`config.mk`:
```
export PLATFORM = sky130hd
export DESIGN_NAME = burst_addr_ctr
export DESIGN_NICKNAME = d
export VERILOG_FILES = /design/src/rtl/bac_pkg.sv /design/src/rtl/bac_decode.sv /design/src/rtl/bac_select.sv /design/src/rtl/bac_hold_reg.sv /design/src/rtl/burst_addr_ctr.sv
export SDC_FILE = /design/constraint.sdc
export NUM_CORES = 1
export LEC_CHECK = 0
export BUFFER_PORTS_ARGS = -buffer_cell sky130_fd_sc_hd__clkbuf_2
export CAP_MARGIN = 25
export CELL_PAD_IN_SITES_DETAIL_PLACEMENT = 2
export CELL_PAD_IN_SITES_GLOBAL_PLACEMENT = 2
export CORE_ASPECT_RATIO = 1.1
export CORE_MARGIN = 2
export CORE_UTILIZATION = 27
export CTS_CLUSTER_SIZE = 14
export DETAILED_ROUTE_END_ITERATION = 8
export PLACE_DENSITY_LB_ADDON = 0.1
export SYNTH_ARGS = -nofsm -noshare
export SYNTH_HDL_FRONTEND = slang
export SYNTH_SLANG_ARGS = --single-unit
```
`constraint.sdc`:
```
create_clock -name clk -period 4.7 [get_ports clk]
set_clock_uncertainty 0.05 [all_clocks]
set_input_delay 0.47 -clock clk [delete_from_list [all_inputs] [get_ports clk]]
set_output_delay 0.47 -clock clk [all_outputs]
set_load 0.01 [all_outputs]
```
`src/rtl/bac_pkg.sv`:
```
// Shared types for the burst address counter.
// Assumes: nothing beyond IEEE 1800-2017.
package bac_pkg;
    // Action chosen for one clock cycle, decoded by priority.
    typedef enum logic [1:0] {
        BAC_KEEP  = 2'd0,
        BAC_STEP  = 2'd1,
        BAC_LOAD  = 2'd2,
        BAC_CLEAR = 2'd3
    } bac_op_e;
endpackage

```
`src/rtl/bac_decode.sv`:
```
// Priority decoder: clear over load over step over keep.
// Assumes: all controls are active low and already synchronous to the clock.
module bac_decode
    import bac_pkg::*;
(
    input  logic    strobe_n,
    input  logic    step_n,
    input  logic    clear_n,
    output bac_op_e op
);
    // Pick one action per cycle, highest priority first.
    always_comb begin
        if (!clear_n) begin
            op = BAC_CLEAR;
        end else if (!strobe_n) begin
            op = BAC_LOAD;
        end else if (!step_n) begin
            op = BAC_STEP;
        end else begin
            op = BAC_KEEP;
        end
    end
endmodule

```
`src/rtl/bac_select.sv`:
```
// Forms this cycle's address from the decoded action.
// Assumes: the increment wraps modulo 2**ADDR_W.
module bac_select
    import bac_pkg::*;
#(
    parameter int ADDR_W = 15
) (
    input  bac_op_e           op,
    input  logic [ADDR_W-1:0] ext_addr,
    input  logic [ADDR_W-1:0] base_addr,
    output logic [ADDR_W-1:0] sel_addr
);
    localparam logic [ADDR_W-1:0] ZERO_ADDR = '0;
    localparam logic [ADDR_W-1:0] ONE_STEP  = ADDR_W'(1);

    logic [ADDR_W-1:0] stepped;

    // Modulo increment; carry out of the top bit is dropped on purpose.
    always_comb begin
        stepped = base_addr + ONE_STEP;
    end

    // Route the chosen source to the output.
    always_comb begin
        unique case (op)
            BAC_CLEAR: sel_addr = ZERO_ADDR;
            BAC_LOAD:  sel_addr = ext_addr;
            BAC_STEP:  sel_addr = stepped;
            default:   sel_addr = base_addr;
        endcase
    end
endmodule

```
`src/rtl/bac_hold_reg.sv`:
```
// Holds the address used by the previous access.
// Assumes: synchronous active-low reset clears to zero.
module bac_hold_reg #(
    parameter int ADDR_W = 15
) (
    input  logic              clk,
    input  logic              rst_n,
    input  logic [ADDR_W-1:0] d,
    output logic [ADDR_W-1:0] q
);
    // Capture this cycle's address at the rising edge.
    always_ff @(posedge clk) begin
        if (!rst_n) begin
            q <= '0;
        end else begin
            q <= d;
        end
    end
endmodule

```
`src/rtl/burst_addr_ctr.sv`:
```
// Per-port burst address counter. It presents the access address for the
// coming edge and keeps the last used address as the base for the next step.
// Assumes: the memory samples acc_addr on the same rising edge.
module burst_addr_ctr
    import bac_pkg::*;
#(
    parameter int ADDR_W = 15
) (
    input  logic              clk,
    input  logic              rst_n,
    input  logic [ADDR_W-1:0] ext_addr,
    input  logic              strobe_n,
    input  logic              step_n,
    input  logic              clear_n,
    output logic [ADDR_W-1:0] acc_addr,
    output logic [ADDR_W-1:0] last_addr
);
    bac_op_e           op;
    logic [ADDR_W-1:0] sel_addr;
    logic [ADDR_W-1:0] held_addr;

    bac_decode u_decode (
        .strobe_n (strobe_n),
        .step_n   (step_n),
        .clear_n  (clear_n),
        .op       (op)
    );

    bac_select #(.ADDR_W(ADDR_W)) u_select (
        .op        (op),
        .ext_addr  (ext_addr),
        .base_addr (held_addr),
        .sel_addr  (sel_addr)
    );

    bac_hold_reg #(.ADDR_W(ADDR_W)) u_hold (
        .clk   (clk),
        .rst_n (rst_n),
        .d     (sel_addr),
        .q     (held_addr)
    );

    // Drive the ports from the internal nets.
    always_comb begin
        acc_addr  = sel_addr;
        last_addr = held_addr;
    end
endmodule

```
Yosys cells after proc, flatten, opt, wreduce, memory -nomap -nowiden. Index checks and enable logic that the tools add are counted.

Register bits: 15. Input bits: 20. Output and inout port bits: 30. Word-level logic and storage cells: 9.

Add/sub/neg operators: 1. Eq/ne operators: 3. Multiplexer cells: 4.

Operator list (count): 15-bit one-hot mux with 3 select lines (1); 15-bit by 1-bit adder with 15-bit output, second input constant (1); 2-bit equality test, second input constant (2); 2-bit 2-to-1 mux (2); 2-bit by 1-bit equality test with 1-bit output, second input constant (1); 1-bit 2-to-1 mux (1).

Longest topological paths before layout.
Depth after elaboration: 5. Gate-level depth with buffers: 5. Mapped depth without buffers: 5.

Modules after synthesis. From an unflattened synthesis, not the netlist that was laid out.

Cell total of the unflattened synthesis: 125. Area, all modules: 1054.8 µm².

By module, submodules not included: bac_select (times used 1, cells an instance 91, area an instance 619.3 µm², seq. area each 0.0 µm²); bac_hold_reg (times used 1, cells an instance 31, area an instance 419.2 µm², seq. area each 300.3 µm²); bac_decode (times used 1, cells an instance 3, area an instance 16.3 µm², seq. area each 0.0 µm²).

Worst setup path before layout. Ideal clock, no wire load.

Path kind: register to output. Start: register u_hold.q[0]. End: output acc_addr[10]. Arrival time: 1.565 ns. Required time: 4.180 ns. Slack: 2.615 ns. Cell stages (with the launch flop): 6. Buffers on the path: 0. Cell sequence: dfxtp_1 ha_1 nand4_1 or3_2 a21oi_1 nor3_1.

Longest elaborated chain between the ends: 2.

RTL lines: start, declared (RTL line bac_hold_reg.sv:9) `output logic [ADDR_W-1:0] q`; start signal, assigned (RTL line bac_hold_reg.sv:14) `q <= '0;`; start signal, assigned (RTL line bac_hold_reg.sv:16) `q <= d;`; 15-bit by 1-bit adder with 15-bit output (RTL line bac_select.sv:20) `stepped = base_addr + ONE_STEP;`; 15-bit one-hot mux with 3 select lines (RTL line bac_select.sv:25) `unique case (op)`; end, declared (RTL line burst_addr_ctr.sv:15) `output logic [ADDR_W-1:0] acc_addr,`.

No other way between the ends.

Worst setup path after layout. Ends and elaborated chain as after synthesis.

==> results.toml <==
[synth]
synth-edff-count = 0
yosysUniqueCellTypes = 38
synth-main-ff-cell = "dfxtp_1"
synth_warnings = 0
syn_inst = 129
synth.net_count = 150
synthesis.area_sq_um = 1065
post_synth.cell_area_avg_sq_um = 8.254
ys_seq_area_share_pct = 28.20
async_flop_share_pct = 0
ys_seq_elements = 15

[sta]
finalCriticalPeriod_ns = 2.713
rsz0062_at_grt = "no"
final_hold_viol_count = 0
max_slew_margin_pct = 55.75
setup_violations = 0
worstMarginPinSlew_ns = 0.6638
fmax_ghz = 0.3686
post-route-period-util_pct = 57.73
fin_tns_setup_ns = 0
final_max_slew_viol_count = 0

[grt]
grt-ovfl-total = 0
track_usage_pct = 18.12
grt_pass1_vias = 1292
grt_pass1_wl_um = 6444
antenna_found_initial = 0
grt_max_degree = 35

[floorplanning]
dieArea_sq_um = 4463
die_height_um = 69.87
die_w_um = 63.88
boundaryPins = 50
row_count = 23
core_area_sq_um = 3712
start_util_pct = 28.68

[route]
wl_per_cell_um = 16.35
avgViaCountPerCell = 5.291
vias = 1201
detail-route-antenna-nets = 0
drc_errors = 0
routed_wl_um = 3711
first_iter_violations = 35
dr.pass1.iters = 4

[cts]
post_cts_buffers = 0
cts_tree = "done"
root_buffer = "clkbuf_8"
htree_levels = 1
cts_sinks = 15
cts_buffers = 3
cts_resized = 0
clk_pin_slew_ns = 0.07
cts_buffer_depth = 2
clock_latency_ns = 0.26
ctsHoldBuffers = 0

[critical_path]
critPathCaptureType = "output pin"
path_cells = "ha_1 > nand4_1 > or3_2 > a21oi_1 > nor3_1 > clkbuf_2"
timing.rr.end = "u_hold.q[10]$_SDFF_PN0_"
crit_path_start_kind = "flop"
reg2reg_setup_slack_ns = 2.75
crit_buf_inv = 1
crit_arrival_ns = 2.19
crit_fanout = 6
cpMaxStageDelayCell = "or3_2"
reg2reg_depth = 5
cp_slowest_stage_delay_ns = 0.53
cp.required_ns = 4.18
cp_top_family = "simple AND/OR/NAND/NOR gates"
reg2reg_from = "u_hold.q[0]$_SDFF_PN0_"
path_class = "flop to output pin"

[final_layout]
drive_gt1_share_pct = 33.33
antenna-diode-count = 0
largest_reg_flops = 15
nets = 199
fill_cells = 452
top_regs = "u_hold.q: 15 flops"
synthToLayoutAreaGrowth_pct = 30.32
regMostFlops = "u_hold.q"

[placed_design]
gp_congestion = 0.7834
port_buffers = 49
dp_hpwl_um = 2930

[pwr]
p_per_area_nw_per_um2 = 232.1
max-vdd-ir-drop_v = 0.00009566
power_leakage_nw = 0.6090
total_power_uw = 322.0

[hold_path]
hold-path-cell-count = 3
hold_class = "input port to flop"
hold_start = "ext_addr[3]"
holdPathEnd = "u_hold.q[3]$_SDFF_PN0_"

[flow_run]
drv_cap = 0

[run_status]
status = "finished clean"
worst reg2reg max path, cell delays in order, from the launching register on:
cell	delay, ns
dfxtp_1	0.47
ha_1	0.24
nand4_1	0.22
or3_2	0.53
a21oi_1	0.24
nor3_1	0.09
cell type report:
type	count	area (sq um)	area share, %
Inverter	2	7.507	0.5410
Clock buffer	3	41.29	2.976
Tap cell	50	62.56	4.509
Timing Repair Buffer	49	245.2	17.67
Multi-Input combinational cell	107	725.7	52.30
Sequential cell	15	300.3	21.64
Clock inverter	1	5.005	0.3607
metal layers:
metal	routed length [um]	vias to the layer above	global-route usage [%]	share of wire (%)
met2	1778	36	30.21	48
met3	159	5	3.382	4.3
met5	0	-	0	0
li1	-	579	-	-
met4	48	0	5.797	1.3
met1	1725	581	23.32	46
cells in the final DEF (no fill, tap or decap), drive strengths merged, types with 4 or more instances in the layout:
cell / count
mux2i: 7
clkbuf: 52
nand3: 5
nor3: 6
nand4: 4
nor2b: 6
xnor2: 7
and2: 10
a21oi: 6
a211oi: 6
nor2: 13
nand2: 7
dfxtp: 15
metrics by stage:
stage,instance area (sq um),hold slack [ns],util [%],instances,setup WS [ns]
detailed placement,1341,0.6273,36.13,223,2.207
floorplan,1065,0.5417,-,129,2.615
finish,1388,0.4454,37.38,227,1.987
CTS,1388,0.4465,37.38,227,1.941
global placement,1341,0.6044,36.13,223,2.314
global route,1388,0.4498,37.38,227,1.809
where the power goes:
group	internal (mW)	total, mW	switching [mW]	leakage (nW)
Clock	0.0590	0.114	0.0549	0.0255
Sequential	0.132	0.140	0.00819	0.122
Combinational	0.0296	0.0679	0.0383	0.461
Total	0.221	0.322	0.101	0.609
synthesized netlist by cell type, types with 3 or more instances:
cell type	instances	area, sq um
dfxtp_1	15	300.3
nor2_1	13	48.80
and2_1	10	62.56
mux2i_1	7	70.07
nand2_1	7	26.28
xnor2_1	7	61.31
a211oi_1	6	45.04
a21oi_1	6	30.03
nor2b_1	6	37.54
nand3_1	5	25.02
buf_2	4	20.02
nand4_1	4	25.02
nor3_1	4	20.02
nor4_1	3	18.77
how the worst max path moves through the flow:
stage / to / slack (ns) / depth (start not counted) / from
2_1_floorplan: acc_addr[10] / 2.61 / 5 / u_hold.q[0]$_SDFF_PN0_
3_3_place_gp: acc_addr[7] / 2.31 / 5 / strobe_n
3_5_place_dp: acc_addr[7] / 2.21 / 5 / strobe_n
4_1_cts: acc_addr[10] / 1.94 / 6 / u_hold.q[0]$_SDFF_PN0_
5_1_grt: acc_addr[10] / 1.81 / 6 / u_hold.q[0]$_SDFF_PN0_
6_report: acc_addr[10] / 1.99 / 6 / u_hold.q[0]$_SDFF_PN0_
cells by family after synthesis:
kind of cell	Yosys count	share of synthesized area (%)
AND/OR/NAND/NOR	70	39.72
flip-flops	15	28.20
adder cells (fa/ha/maj)	1	1.175
XOR/XNOR	7	5.758
buffers and inverters	7	3.642
AO/OA/AOI/OAI	22	14.92
multiplexers	7	6.581
No activity file was read; power rests on OpenSTA's default activity.
